File: src/rtl/uart_rx_fifo.sv
module uart_rx_fifo #(
  parameter int DEPTH   = 16,
  parameter int TO_W    = 8,
  parameter int TO_INIT = 20
) (
  input  logic        clk,
  input  logic        rst_n,
  input  logic        rx_push,
  input  logic [7:0]  rx_char,
  input  logic        rx_brk,
  input  logic        rx_frm,
  input  logic        rx_par,
  input  logic        reg_wr,
  input  logic        reg_rd,
  input  logic [1:0]  reg_addr,
  input  logic [15:0] reg_wdata,
  output logic [15:0] reg_rdata,
  output logic        irq
);
  localparam int AW = $clog2(DEPTH);
  localparam int CW = AW + 1;

  logic [10:0]     mem [DEPTH];
  logic [AW-1:0]   rd_ptr, wr_ptr;
  logic [CW-1:0]   cnt, level;
  logic [TO_W-1:0] idle, tolim;
  logic [1:0]      thr;
  logic            ovr, rxs, tos, srst;

  wire        empty    = (cnt == '0);
  wire        full     = (cnt == CW'(DEPTH));
  wire        wr_st    = reg_wr && reg_addr == 2'd1;
  wire        wr_ctl   = reg_wr && reg_addr == 2'd2;
  wire        fifo_clr = wr_ctl && reg_wdata[0] && reg_wdata[1];
  wire        pop      = reg_rd && reg_addr == 2'd0 && !empty && !fifo_clr && !srst;
  wire        push_ok  = rx_push && (!full || pop) && !fifo_clr && !srst;
  wire [10:0] head     = empty ? 11'd0 : mem[rd_ptr];

  assign level = (thr == 2'd0) ? CW'(1) : CW'(thr) * CW'(DEPTH / 4);
  assign irq   = rxs | tos;

  always_ff @(posedge clk)
    if (push_ok) mem[wr_ptr] <= {rx_brk, rx_frm, rx_par, rx_char};

  always_ff @(posedge clk or negedge rst_n) begin
    if (!rst_n) begin
      rd_ptr <= '0; wr_ptr <= '0; cnt <= '0; idle <= '0;
      tolim <= TO_W'(TO_INIT); thr <= '0;
      ovr <= 1'b0; rxs <= 1'b0; tos <= 1'b0; srst <= 1'b0;
    end else if (srst) begin
      rd_ptr <= '0; wr_ptr <= '0; cnt <= '0; idle <= '0;
      tolim <= TO_W'(TO_INIT); thr <= '0;
      ovr <= 1'b0; rxs <= 1'b0; tos <= 1'b0; srst <= 1'b0;
    end else begin
      rxs <= ((wr_st && !reg_wdata[7]) ? 1'b0 : rxs) | (cnt >= level);
      tos <= ((wr_st && !reg_wdata[9]) ? 1'b0 : tos)
             | (!empty && tolim != '0 && idle == tolim);
      if (rx_push || empty) idle <= '0;
      else if (idle < tolim) idle <= idle + 1'b1;
      if (fifo_clr || pop) ovr <= 1'b0;
      else if (rx_push && full) ovr <= 1'b1;
      if (fifo_clr) begin
        rd_ptr <= '0; wr_ptr <= '0; cnt <= '0;
      end else begin
        if (pop) rd_ptr <= rd_ptr + 1'b1;
        if (push_ok) wr_ptr <= wr_ptr + 1'b1;
        cnt <= cnt + CW'(push_ok) - CW'(pop);
      end
      if (wr_ctl) begin
        srst <= reg_wdata[15];
        thr  <= reg_wdata[8:7];
      end
      if (reg_wr && reg_addr == 2'd3) tolim <= reg_wdata[TO_W-1:0];
    end
  end

  always_comb begin
    case (reg_addr)
      2'd0:    reg_rdata = {8'h00, head[7:0]};
      2'd1:    reg_rdata = {head[10], empty, head[9], head[8], ovr, 1'b0, tos,
                            1'b0, rxs, 2'b00, 5'(cnt)};
      2'd2:    reg_rdata = {srst, 6'b0, thr, 7'b0};
      default: reg_rdata = 16'(tolim);
    endcase
  end

  p_count_bound_r1: assert property (@(posedge clk) disable iff (!rst_n)
    cnt <= CW'(DEPTH));
  p_full_drop_r4: assert property (@(posedge clk) disable iff (!rst_n)
    (rx_push && full && !pop && !fifo_clr && !srst) |=> (cnt == CW'(DEPTH) && ovr));
  p_srst_selfclear_r8: assert property (@(posedge clk) disable iff (!rst_n)
    srst |=> (!srst && cnt == '0 && !rxs && !tos));
  p_same_cycle_r11: assert property (@(posedge clk) disable iff (!rst_n)
    (push_ok && pop) |=> ($stable(cnt) && !ovr));
  p_timeout_nonempty_r7: assert property (@(posedge clk) disable iff (!rst_n)
    $rose(tos) |-> $past(!empty));
endmodule

File: config.mk
export PLATFORM = sky130hd
export DESIGN_NAME = uart_rx_fifo
export DESIGN_NICKNAME = d
export VERILOG_FILES = /design/src/rtl/uart_rx_fifo.sv
export SDC_FILE = /design/constraint.sdc
export NUM_CORES = 1
export LEC_CHECK = 0
export BUFFER_PORTS_ARGS = -buffer_cell sky130_fd_sc_hd__buf_2
export CAP_MARGIN = 20
export CORE_MARGIN = 3
export CORE_UTILIZATION = 25
export DETAILED_ROUTE_END_ITERATION = 10
export HOLD_SLACK_MARGIN = 0.05
export PLACE_DENSITY = 0.45
export REMOVE_ABC_BUFFERS = 1
export SLEW_MARGIN = 25
export SYNTH_ARGS = -nofsm -noshare
export SYNTH_HDL_FRONTEND = slang
export SYNTH_SLANG_ARGS = --single-unit
File: constraint.sdc
create_clock -name clk -period 4.39 [get_ports clk]
set_input_delay 1.0975 -clock clk [delete_from_list [all_inputs] [get_ports clk]]
set_output_delay 1.0975 -clock clk [all_outputs]
set_load 0.05 [all_outputs]
==> results of run 1 <==
## final cells by class
class	count	area [sq um]	share of cell area
Clock inverter	12	118	0.0109
Sequential cell	211	6170	0.570
Inverter	22	82.6	0.00763
Tap cell	461	577	0.0533
Clock buffer	27	591	0.0546
Timing Repair Buffer	75	453	0.0419
Multi-Input combinational cell	315	2830	0.262
## cell families after synthesis
logic type	synth area share
compound gates	0.0547
xor+xnor	0.0105
flops	0.669
mux	0.132
buf+inv	0.0262
simple gates	0.0744
fa+ha+maj	0.0334
other cells	0.000407
## power breakdown
group	internal [W]	switching (W)	total (W)
clock	0.00108	0.000766	0.00184
sequential	0.00239	0.000256	0.00265
combinational	0.000693	0.000833	0.00153
total	0.00416	0.00186	0.00601
## layout by cell type, fill, tap and decap left out, drive strengths merged, types with 3 or more instances in the layout
master / synthesis / layout
mux2i: 18 / 18
a211oi: 6 / 6
xnor2: 7 / 7
xor2: 4 / 4
a22oi: 7 / 7
nor2: 26 / 26
nor4: 4 / 4
nor3: 10 / 10
clkbuf: 12 / 27
mux2: 14 / 14
inv: 22 / 23
buf: 16 / 75
a21oi: 20 / 20
and2: 9 / 9
o211ai: 4 / 4
nand2: 39 / 39
nand3: 15 / 15
o21ai: 18 / 18
nand2b: 4 / 4
mux4: 38 / 38
edfxtp: 176 / 176
and3: 7 / 7
a2111oi: 3 / 3
nor2b: 9 / 9
dfrtp: 33 / 33
ha: 23 / 23
clkinv: 0 / 9
## flip-flops by register name (all words and copies together), names as in the netlist
signal and count:
idle 8, tos 1, rd_ptr 4, ovr 1, mem 176, srst 1, rxs 1, thr 2
wr_ptr 4, cnt 5, tolim 8
## through the flow
step / hold WS (ns) / setup WS (ns) / setup TNS, ns / power (W) / area (sq um)
after floorplan: 0.507 / -0.210 / -0.210 / 0.00368 / 9060
after global placement: 0.541 / 0.574 / 0 / 0.00422 / 10100
after global routing: 0.573 / 0.0324 / 0 / 0.00637 / 10800
final: 0.551 / 0.224 / 0 / 0.00601 / 10800
after detailed placement: 0.544 / 0.541 / 0 / 0.00425 / 10100
after CTS: 0.553 / 0.114 / 0 / 0.00612 / 10800
## worst max-delay path, stage by stage (launching register included)
cell	delay (ns)
sky130_fd_sc_hd__dfrtp_2	0.73
sky130_fd_sc_hd__buf_4	0.33
sky130_fd_sc_hd__buf_4	0.19
sky130_fd_sc_hd__mux4_2	0.49
sky130_fd_sc_hd__mux2i_1	0.33
sky130_fd_sc_hd__o21ai_0	0.21
sky130_fd_sc_hd__buf_2	0.27
## metal layers
| metal | up-vias | routed length (um) | GRT usage |
|---|---|---|---|
| li1 | 2371 | - | - |
| met1 | 2674 | 10700 | 0.166 |
| met2 | 90 | 10600 | 0.188 |
| met3 | 25 | 962 | 0.0231 |
| met4 | 0 | 248 | 0.0152 |
| met5 | - | 0 | 0 |
## worst max-delay path by stage
stage	start	endpoint	slack (ns)	cells past startpoint
finish	rd_ptr[0]	reg_rdata[2]	0.22	6
global placement	reg_addr[0]	reg_rdata[0]	0.57	6
floorplan	rd_ptr[0]	reg_rdata[15]	-0.21	5
detailed placement	reg_addr[0]	reg_rdata[2]	0.54	5
CTS	rd_ptr[0]	reg_rdata[2]	0.11	6
global route	rd_ptr[0]	reg_rdata[15]	0.03	7
==> impl_metrics.env, run 1 <==
export IMPL_tritoncts="built"
export IMPL_timing_hold_worst_path_depth=2
export IMPL_ys_types=61
export IMPL_num_clock_sinks=211
export IMPL_track_usage=0.116
export IMPL_skew_ns=0.0200
export IMPL_first_pass_iters=6
export IMPL_syn_avg_cell_area_sq_um=16.0
export IMPL_ant_nets=0
export IMPL_postLayoutCoreUtil=0.301
export IMPL_criticalPathCategory="reg -> out"
export IMPL_crit_required_ns=3.29
export IMPL_reg2reg_from="cnt[2]"
export IMPL_r2r_end="cnt[4]"
export IMPL_timing_hold_violations_final=0
export IMPL_initial_utilization=0.257
export IMPL_routed_wire_length_per_instance_um=20.1
export IMPL_final_cells=1123
export IMPL_dieWidth_um=198
export IMPL_min_from="tolim[6]"
export IMPL_synth_top_area_cells="sky130_fd_sc_hd__edfxtp_1 57%, sky130_fd_sc_hd__dfrtp_1 9.0%, sky130_fd_sc_hd__mux4_2 7.8%"
export IMPL_yosys_most_used_dff="sky130_fd_sc_hd__edfxtp_1"
export IMPL_hold_class="reg -> reg"
export IMPL_gp_routability_congestion=0.775
export IMPL_yosys_register_bits=211
export IMPL_critPathLaunchType="flip-flop"
export IMPL_syn_cell_area_sq_um=9220
export IMPL_synth_async_reset_ratio=0.166
export IMPL_synth_cells=576
export IMPL_final_min_period_over_clock_period=0.949
export IMPL_worstSkewPairLatency_ns=0.53
export IMPL_post_cts_setup_buffers=0
export IMPL_number_of_global_route_vias_before_repair=5345
export IMPL_ctsHtreeMaxLevel=1
export IMPL_holdPathEnd="tolim[6]"
export IMPL_fp_coreArea_sq_um=35900
export IMPL_synthDominantAreaCellType="sky130_fd_sc_hd__edfxtp_1"
export IMPL_floorplan_row_count=69
export IMPL_final_period_minus_worst_setup_slack_ns=4.17
export IMPL_critPathArrivalTime_ns=3.07
export IMPL_r2r_worst_path_cells=16
export IMPL_drt_wl_total_um=22500
export IMPL_dp_cells=1084
export IMPL_drv_cap=0
export IMPL_setup_violations=0
export IMPL_ios=51
export IMPL_grt_setup_unrepaired="no"
export IMPL_remaining_drc_errors=0
export IMPL_status="complete, no violations"
export IMPL_largest_net_degree_at_the_start_of_global_routing=37
export IMPL_yosysWarnings=0
export IMPL_grt_pass1_wl_um=34100
export IMPL_antenna_diode_count=0
export IMPL_layout_nets=706
export IMPL_place_detailed_hpwl_um=15100
export IMPL_critical_path_peak_fanout=17
export IMPL_global_route_overflow_total=0
export IMPL_fmax_mhz=240
export IMPL_clk_path_buf_depth=3
export IMPL_nFillCells=3567
export IMPL_drt_first_iter_violations=186
export IMPL_cts_hold_buffers_added=0
export IMPL_synth_most_common_cell="sky130_fd_sc_hd__edfxtp_1"
export IMPL_die_height_um=198
export IMPL_power_density_cells_nw_per_um2=556
export IMPL_worst_slew_margin_rel=0.384
export IMPL_setup_worst_path_end_class="output pin"
export IMPL_via_count=5160
export IMPL_timing_reg2reg_setup_slack_ns=1.45
export IMPL_number_of_synthesized_flops_with_an_enable_pin=176
export IMPL_proportion_of_netlist_area_held_by_the_largest_area_contributor=0.573
export IMPL_maxSlewViolCount=0
export IMPL_numPortBuffers=44
export IMPL_clockRootBuffer="sky130_fd_sc_hd__clkbuf_16"
export IMPL_ratio_of_cells_with_drive_above_1_in_the_final_layout=0.254
export IMPL_numCtsBuffers=23
export IMPL_synthToLayoutAreaGrowth_pct=17.4
export IMPL_dieArea_sq_um=39200
export IMPL_yosys_top_cells_count="176 x sky130_fd_sc_hd__edfxtp_1, 39 x sky130_fd_sc_hd__nand2_1, 33 x sky130_fd_sc_hd__dfrtp_1"
export IMPL_tightestPinTransition_ns=0.924
export IMPL_synth_sequential_area_ratio=0.669
export IMPL_clk_transition_reported_paths_ns=0.06
export IMPL_grt_antenna_before_repair=0
export IMPL_leakagePower_nw=3.81
export IMPL_vias_per_cell=4.59
export IMPL_max_ir_drop_vdd_v=0.000277
export IMPL_cts_repair_resized=0
No activity file was read; power rests on OpenSTA's default activity.
==> run 2: changes to the inputs <==
--- a/config.mk
+++ b/config.mk
@@ -7,11 +7,10 @@
 export LEC_CHECK = 0
 export BUFFER_PORTS_ARGS = -buffer_cell sky130_fd_sc_hd__buf_2
 export CAP_MARGIN = 20
-export CORE_MARGIN = 3
+export CORE_MARGIN = 2
 export CORE_UTILIZATION = 25
 export DETAILED_ROUTE_END_ITERATION = 10
 export HOLD_SLACK_MARGIN = 0.05
-export PLACE_DENSITY = 0.45
 export REMOVE_ABC_BUFFERS = 1
 export SLEW_MARGIN = 25
 export SYNTH_ARGS = -nofsm -noshare
==> impl_metrics.env, run 2 (same netlist as run 1, synthesis figures left out) <==
export IMPL_criticalPathCategory="reg -> out"
export IMPL_timing_critical_path_slowest_stage_cell="sky130_fd_sc_hd__dfrtp_2"
export IMPL_numPortBuffers=44
export IMPL_register_ranked_first_by_flip_flop_count="mem"
export IMPL_tritoncts="built"
export IMPL_tightestPinTransition_ns=0.839
export IMPL_setup_violations=0
export IMPL_via_count=5153
export IMPL_max_ir_drop_vdd_v=0.000261
export IMPL_dp_cells=1090
export IMPL_grt_pass1_wl_um=32100
export IMPL_timing_hold_violations_final=0
export IMPL_clockRootBuffer="sky130_fd_sc_hd__clkbuf_16"
export IMPL_post_cts_setup_buffers=0
export IMPL_worst_slew_margin_rel=0.441
export IMPL_gp_routability_congestion=0.778
export IMPL_global_route_overflow_total=0
export IMPL_cts_hold_buffers_added=0
export IMPL_num_clock_sinks=211
export IMPL_final_period_minus_worst_setup_slack_ns=4.01
export IMPL_final_min_period_over_clock_period=0.914
export IMPL_largestRegisters="mem (176), idle (8), tolim (8)"
export IMPL_cp_top_family="multiplexers"
export IMPL_final_total_power_w=0.00594
export IMPL_remaining_drc_errors=0
export IMPL_largest_net_degree_at_the_start_of_global_routing=36
export IMPL_drt_first_iter_violations=482
export IMPL_final_cell_mix="176 x sky130_fd_sc_hd__edfxtp_1, 44 x sky130_fd_sc_hd__buf_2, 39 x sky130_fd_sc_hd__nand2_1"
export IMPL_track_usage=0.109
export IMPL_layout_nets=704
export IMPL_grt_antenna_before_repair=0
export IMPL_totalNegativeSetupSlack_ns=0
export IMPL_number_of_global_route_vias_before_repair=5119
export IMPL_skew_ns=0.0136
export IMPL_maxSlewViolCount=0
export IMPL_power_density_cells_nw_per_um2=549
export IMPL_clk_transition_reported_paths_ns=0.07
export IMPL_drv_cap=0
export IMPL_fp_coreArea_sq_um=36400
export IMPL_hold_class="reg -> reg"
export IMPL_vias_per_cell=4.56
export IMPL_synthToLayoutAreaGrowth_pct=17.5
export IMPL_status="complete, no violations"
export IMPL_critPathLaunchType="flip-flop"
export IMPL_largest_register_ff_count=176
export IMPL_clk_path_buf_depth=3
export IMPL_grt_setup_unrepaired="no"
export IMPL_path_buf_inv=2
export IMPL_most_frequent_standard_cell_in_the_layout_excluding_fill_and_tap_cells="sky130_fd_sc_hd__edfxtp_1"
export IMPL_ios=51
export IMPL_maximum_cell_stage_delay_along_the_critical_path_ns=0.58
export IMPL_cts_repair_resized=0
export IMPL_antenna_diode_count=0
export IMPL_routed_wire_length_per_instance_um=18.4
export IMPL_ratio_of_cells_with_drive_above_1_in_the_final_layout=0.255
export IMPL_floorplan_row_count=70
export IMPL_ctsHtreeMaxLevel=1
export IMPL_final_cells=1130
export IMPL_nFillCells=3612
export IMPL_ant_nets=0
export IMPL_numCtsBuffers=22
export IMPL_dieWidth_um=196
export IMPL_place_detailed_hpwl_um=13400
export IMPL_drt_wl_total_um=20800
export IMPL_fmax_mhz=249
export IMPL_leakagePower_nw=3.79
export IMPL_dieArea_sq_um=38400
export IMPL_first_pass_iters=4
export IMPL_crit_chain="buf_12 -> mux4_2 -> mux2_2 -> a22oi_1 -> o21ai_0 -> buf_2"
export IMPL_initial_utilization=0.253
export IMPL_setup_worst_path_end_class="output pin"
export IMPL_critPathArrivalTime_ns=2.91
export IMPL_crit_required_ns=3.29
export IMPL_worstSkewPairLatency_ns=0.52
export IMPL_critical_path_peak_fanout=25
export IMPL_die_height_um=196
run 2: cell count changes in the layout (fill, tap and decap cells not counted):
cell                         change
sky130_fd_sc_hd__clkinvlp_4      +3
sky130_fd_sc_hd__buf_4           -2
sky130_fd_sc_hd__clkinv_1        -2
sky130_fd_sc_hd__buf_12          +1
sky130_fd_sc_hd__bufinv_16       -1
sky130_fd_sc_hd__clkbuf_1        +1
sky130_fd_sc_hd__clkbuf_16       -1
sky130_fd_sc_hd__clkinv_16       +1
sky130_fd_sc_hd__clkinv_2        -1
sky130_fd_sc_hd__clkinv_4        +1
sky130_fd_sc_hd__clkinv_8        +1
sky130_fd_sc_hd__inv_16          -1
run 2: cell type report:
class,count,area (sq um),area share
Clock buffer,27,569,0.0526
Clock inverter,13,133,0.0122
Inverter,22,82.6,0.00763
Multi-Input combinational cell,315,2830,0.262
Sequential cell,211,6170,0.569
Tap cell,468,586,0.0541
Timing Repair Buffer,74,458,0.0423
run 2: layer usage:
metal	track usage	share of wire	up-vias
met4	0.0202	0.013	0
met2	0.166	0.45	115
met1	0.162	0.49	2648
li1	-	-	2365
met3	0.0232	0.047	25
met5	0	0	-
run 2: power breakdown:
group          leakage [nW]  internal (W)  total, W  switching, W
registers              2.03       0.00239   0.00262      0.000227
clock network         0.328       0.00100   0.00180      0.000796
logic                  1.43      0.000690   0.00153      0.000837
total                  3.79       0.00408   0.00594       0.00186
run 2: per-stage QoR:
step	area [sq um]	hold slack (ns)	worst slack [ns]	util
final	10800	0.557	0.379	0.297
after global routing	10800	0.572	0.244	0.297
after CTS	10800	0.557	0.362	0.297
after detailed placement	10100	0.546	0.577	0.278
after global placement	10100	0.541	0.545	0.278
after floorplan	9060	0.507	-0.210	-
run 2: path summary, 6_finish.rpt:
check / start / end / slack (ns) / depth (start not counted)
setup / recovery: rd_ptr[0] / reg_rdata[3] / 0.38 / 6
hold / removal: tolim[6] / tolim[6] / 0.56 / 2
setup reg to reg: cnt[3] / cnt[4] / 1.57 / 15
hold reg to reg: tolim[6] / tolim[6] / 0.56 / 2
max in group asynchronous: rst_n / rd_ptr[0] / 3.13 / 1
min in group asynchronous: rst_n / cnt[2] / 0.68 / 1
run 2: tightest hold or removal path: cells and delay by family (launching register included):
kind / cells / cell delay, ns
and+or+nand+nor: 1 / 0.06
AOI/OAI and AO/OA: 1 / 0.05
DFF: 1 / 0.40
==> run 3: changes to the inputs <==
--- a/config.mk
+++ b/config.mk
@@ -9,6 +9,7 @@
 export CAP_MARGIN = 20
 export CORE_MARGIN = 2
 export CORE_UTILIZATION = 25
+export CTS_CLUSTER_DIAMETER = 100
 export DETAILED_ROUTE_END_ITERATION = 10
 export HOLD_SLACK_MARGIN = 0.05
 export REMOVE_ABC_BUFFERS = 1
==> constraint.sdc (replaced) <==
create_clock -name clk -period 4.8 [get_ports clk]
set_input_delay 1.2 -clock clk [delete_from_list [all_inputs] [get_ports clk]]
set_output_delay 1.2 -clock clk [all_outputs]
set_load 0.05 [all_outputs]
==> impl_metrics.env, run 3 (same netlist as run 1, synthesis figures left out) <==
export IMPL_drt_wl_total_um=20500
export IMPL_max_ir_drop_vdd_v=0.000270
export IMPL_drt_first_iter_violations=326
export IMPL_global_route_overflow_total=0
export IMPL_holdWs_ns=0.551
export IMPL_post_cts_setup_buffers=0
export IMPL_largest_net_degree_at_the_start_of_global_routing=45
export IMPL_tightestPinTransition_ns=0.938
export IMPL_worstSkewPairLatency_ns=0.51
export IMPL_total_switching_power_w=0.00163
export IMPL_p_clk_frac=0.283
export IMPL_vias_per_cell=4.57
export IMPL_timing_hold_violations_final=0
export IMPL_share_seq_of_total_power=0.457
export IMPL_worst_slew_margin_rel=0.374
export IMPL_timing_critical_path_to="reg_rdata[12]"
export IMPL_critical_path_peak_fanout=36
export IMPL_die_height_um=196
export IMPL_floorplan_row_count=70
export IMPL_final_min_period_over_clock_period=0.885
export IMPL_criticalPathCategory="reg -> out"
export IMPL_final_total_power_w=0.00524
export IMPL_cp_top_family="flip-flops"
export IMPL_cts_repair_resized=0
export IMPL_antenna_diode_count=0
export IMPL_most_frequent_standard_cell_in_the_layout_excluding_fill_and_tap_cells="sky130_fd_sc_hd__edfxtp_1"
export IMPL_crit_required_ns=3.60
export IMPL_setup_worst_path_end_class="output pin"
export IMPL_r2r_worst_path_cells=15
export IMPL_clockRootBuffer="sky130_fd_sc_hd__clkbuf_16"
export IMPL_via_count=5093
export IMPL_dp_cells=1077
export IMPL_ant_nets=0
export IMPL_status="complete, no violations"
export IMPL_skew_ns=0.0117
export IMPL_gp_routability_congestion=0.778
export IMPL_totalNegativeSetupSlack_ns=0
export IMPL_largest_register_ff_count=176
export IMPL_fmax_mhz=235
export IMPL_dieArea_sq_um=38400
export IMPL_maximum_cell_stage_delay_along_the_critical_path_ns=0.95
export IMPL_path_buf_inv=2
export IMPL_hold_class="reg -> reg"
export IMPL_ratio_of_cells_with_drive_above_1_in_the_final_layout=0.232
export IMPL_drv_cap=0
export IMPL_final_period_minus_worst_setup_slack_ns=4.25
export IMPL_fp_coreArea_sq_um=36400
export IMPL_critPathArrivalTime_ns=3.05
export IMPL_timing_reg2reg_setup_slack_ns=1.89
export IMPL_startpoint="rd_ptr[1]"
export IMPL_leakagePower_nw=3.68
export IMPL_initial_utilization=0.253
export IMPL_place_detailed_hpwl_um=13000
export IMPL_numCtsBuffers=21
export IMPL_number_of_global_route_vias_before_repair=5090
export IMPL_ios=51
export IMPL_grt_pass1_wl_um=31500
export IMPL_num_clock_sinks=211
export IMPL_nFillCells=3641
export IMPL_grt_antenna_before_repair=0
export IMPL_power_switching_fraction=0.311
export IMPL_dieWidth_um=196
export IMPL_internal_pwr_total_w=0.00361
export IMPL_clk_transition_reported_paths_ns=0.06
export IMPL_postLayoutCoreUtil=0.292
export IMPL_grt_setup_unrepaired="no"
export IMPL_reg2reg_from="cnt[2]"
export IMPL_power_density_cells_nw_per_um2=493
export IMPL_largestRegisters="mem (176), idle (8), tolim (8)"
export IMPL_critPathLaunchType="flip-flop"
export IMPL_comb_power_share=0.260
export IMPL_layout_nets=690
export IMPL_final_cells=1114
export IMPL_track_usage=0.109
export IMPL_cts_hold_buffers_added=0
export IMPL_tritoncts="built"
export IMPL_r2r_end="cnt[4]"
export IMPL_critical_path_cell_count=5
export IMPL_crit_chain="buf_4 -> mux4_1 -> mux4_2 -> nor2b_4 -> buf_2"
export IMPL_timing_critical_path_slowest_stage_cell="sky130_fd_sc_hd__dfrtp_2"
export IMPL_maxSlewViolCount=0
export IMPL_numPortBuffers=44
export IMPL_final_cell_mix="176 x sky130_fd_sc_hd__edfxtp_1, 44 x sky130_fd_sc_hd__buf_2, 39 x sky130_fd_sc_hd__nand2_1"
export IMPL_register_ranked_first_by_flip_flop_count="mem"
export IMPL_synthToLayoutAreaGrowth_pct=15.3
export IMPL_timing_hold_worst_path_depth=2
export IMPL_ctsHtreeMaxLevel=1
export IMPL_first_pass_iters=5
export IMPL_remaining_drc_errors=0
export IMPL_routed_wire_length_per_instance_um=18.4
export IMPL_setup_violations=0
export IMPL_clk_path_buf_depth=3
-- run 3: cell count changes in the layout (fill, tap and decap cells not counted) --
cell	delta
sky130_fd_sc_hd__clkinvlp_4	-3
sky130_fd_sc_hd__inv_6	+2
sky130_fd_sc_hd__clkinv_8	-1
sky130_fd_sc_hd__clkbuf_16	-1
sky130_fd_sc_hd__bufinv_16	-1
sky130_fd_sc_hd__clkbuf_1	+4
sky130_fd_sc_hd__clkinv_1	-1
sky130_fd_sc_hd__clkinv_16	-1
sky130_fd_sc_hd__buf_4	-13
sky130_fd_sc_hd__clkinv_4	-1
-- run 3: power by group through the flow --
stage                     clock network [W]  logic (W)  registers (W)
after floorplan                           0   0.000937        0.00243
after global placement                    0    0.00136        0.00243
after detailed placement                  0    0.00137        0.00244
after CTS                           0.00152    0.00138        0.00240
after global routing                0.00161    0.00151        0.00243
final                               0.00148    0.00136        0.00240
-- run 3: worst min-delay path, cell delays in order (launching register included) --
cell	delay (ns)
sky130_fd_sc_hd__dfrtp_1	0.36
sky130_fd_sc_hd__xnor2_1	0.12
sky130_fd_sc_hd__nor2_1	0.04
-- run 3: how the worst min path moves through the flow --
stage                         from       end  slack, ns
after floorplan                ovr       ovr       0.51
after global placement    tolim[5]  tolim[5]       0.54
after detailed placement   idle[7]   idle[7]       0.55
after CTS                  idle[7]   idle[7]       0.55
after global routing      tolim[6]  tolim[6]       0.58
final                      idle[7]   idle[7]       0.55
-- run 3: area by class of cell --
class                      instances  area (sq um)  share of cell area
timing repair buffer              61           360              0.0339
sequential                       211          6170               0.580
multi-input combinational        315          2830               0.267
clock buffer                      30           559              0.0526
clock inverter                     7          38.8             0.00365
inverter                          22          82.6             0.00777
tap                              468           586              0.0551
-- run 3: layer usage --
layer,track usage,wire length (um),share of wire,vias to the layer above
met5,0,0,0,-
met4,0.0227,299,0.015,0
met3,0.0325,1550,0.075,28
met2,0.164,9120,0.44,152
met1,0.155,9550,0.47,2564
li1,-,-,-,2349
-- run 3: stage by stage --
stage / worst slack (ns) / instance area [sq um]
floorplan: 0.0975 / 9060
global placement: 0.704 / 10000
detailed placement: 0.713 / 10000
CTS: 0.485 / 10600
global route: 0.417 / 10600
finish: 0.551 / 10600
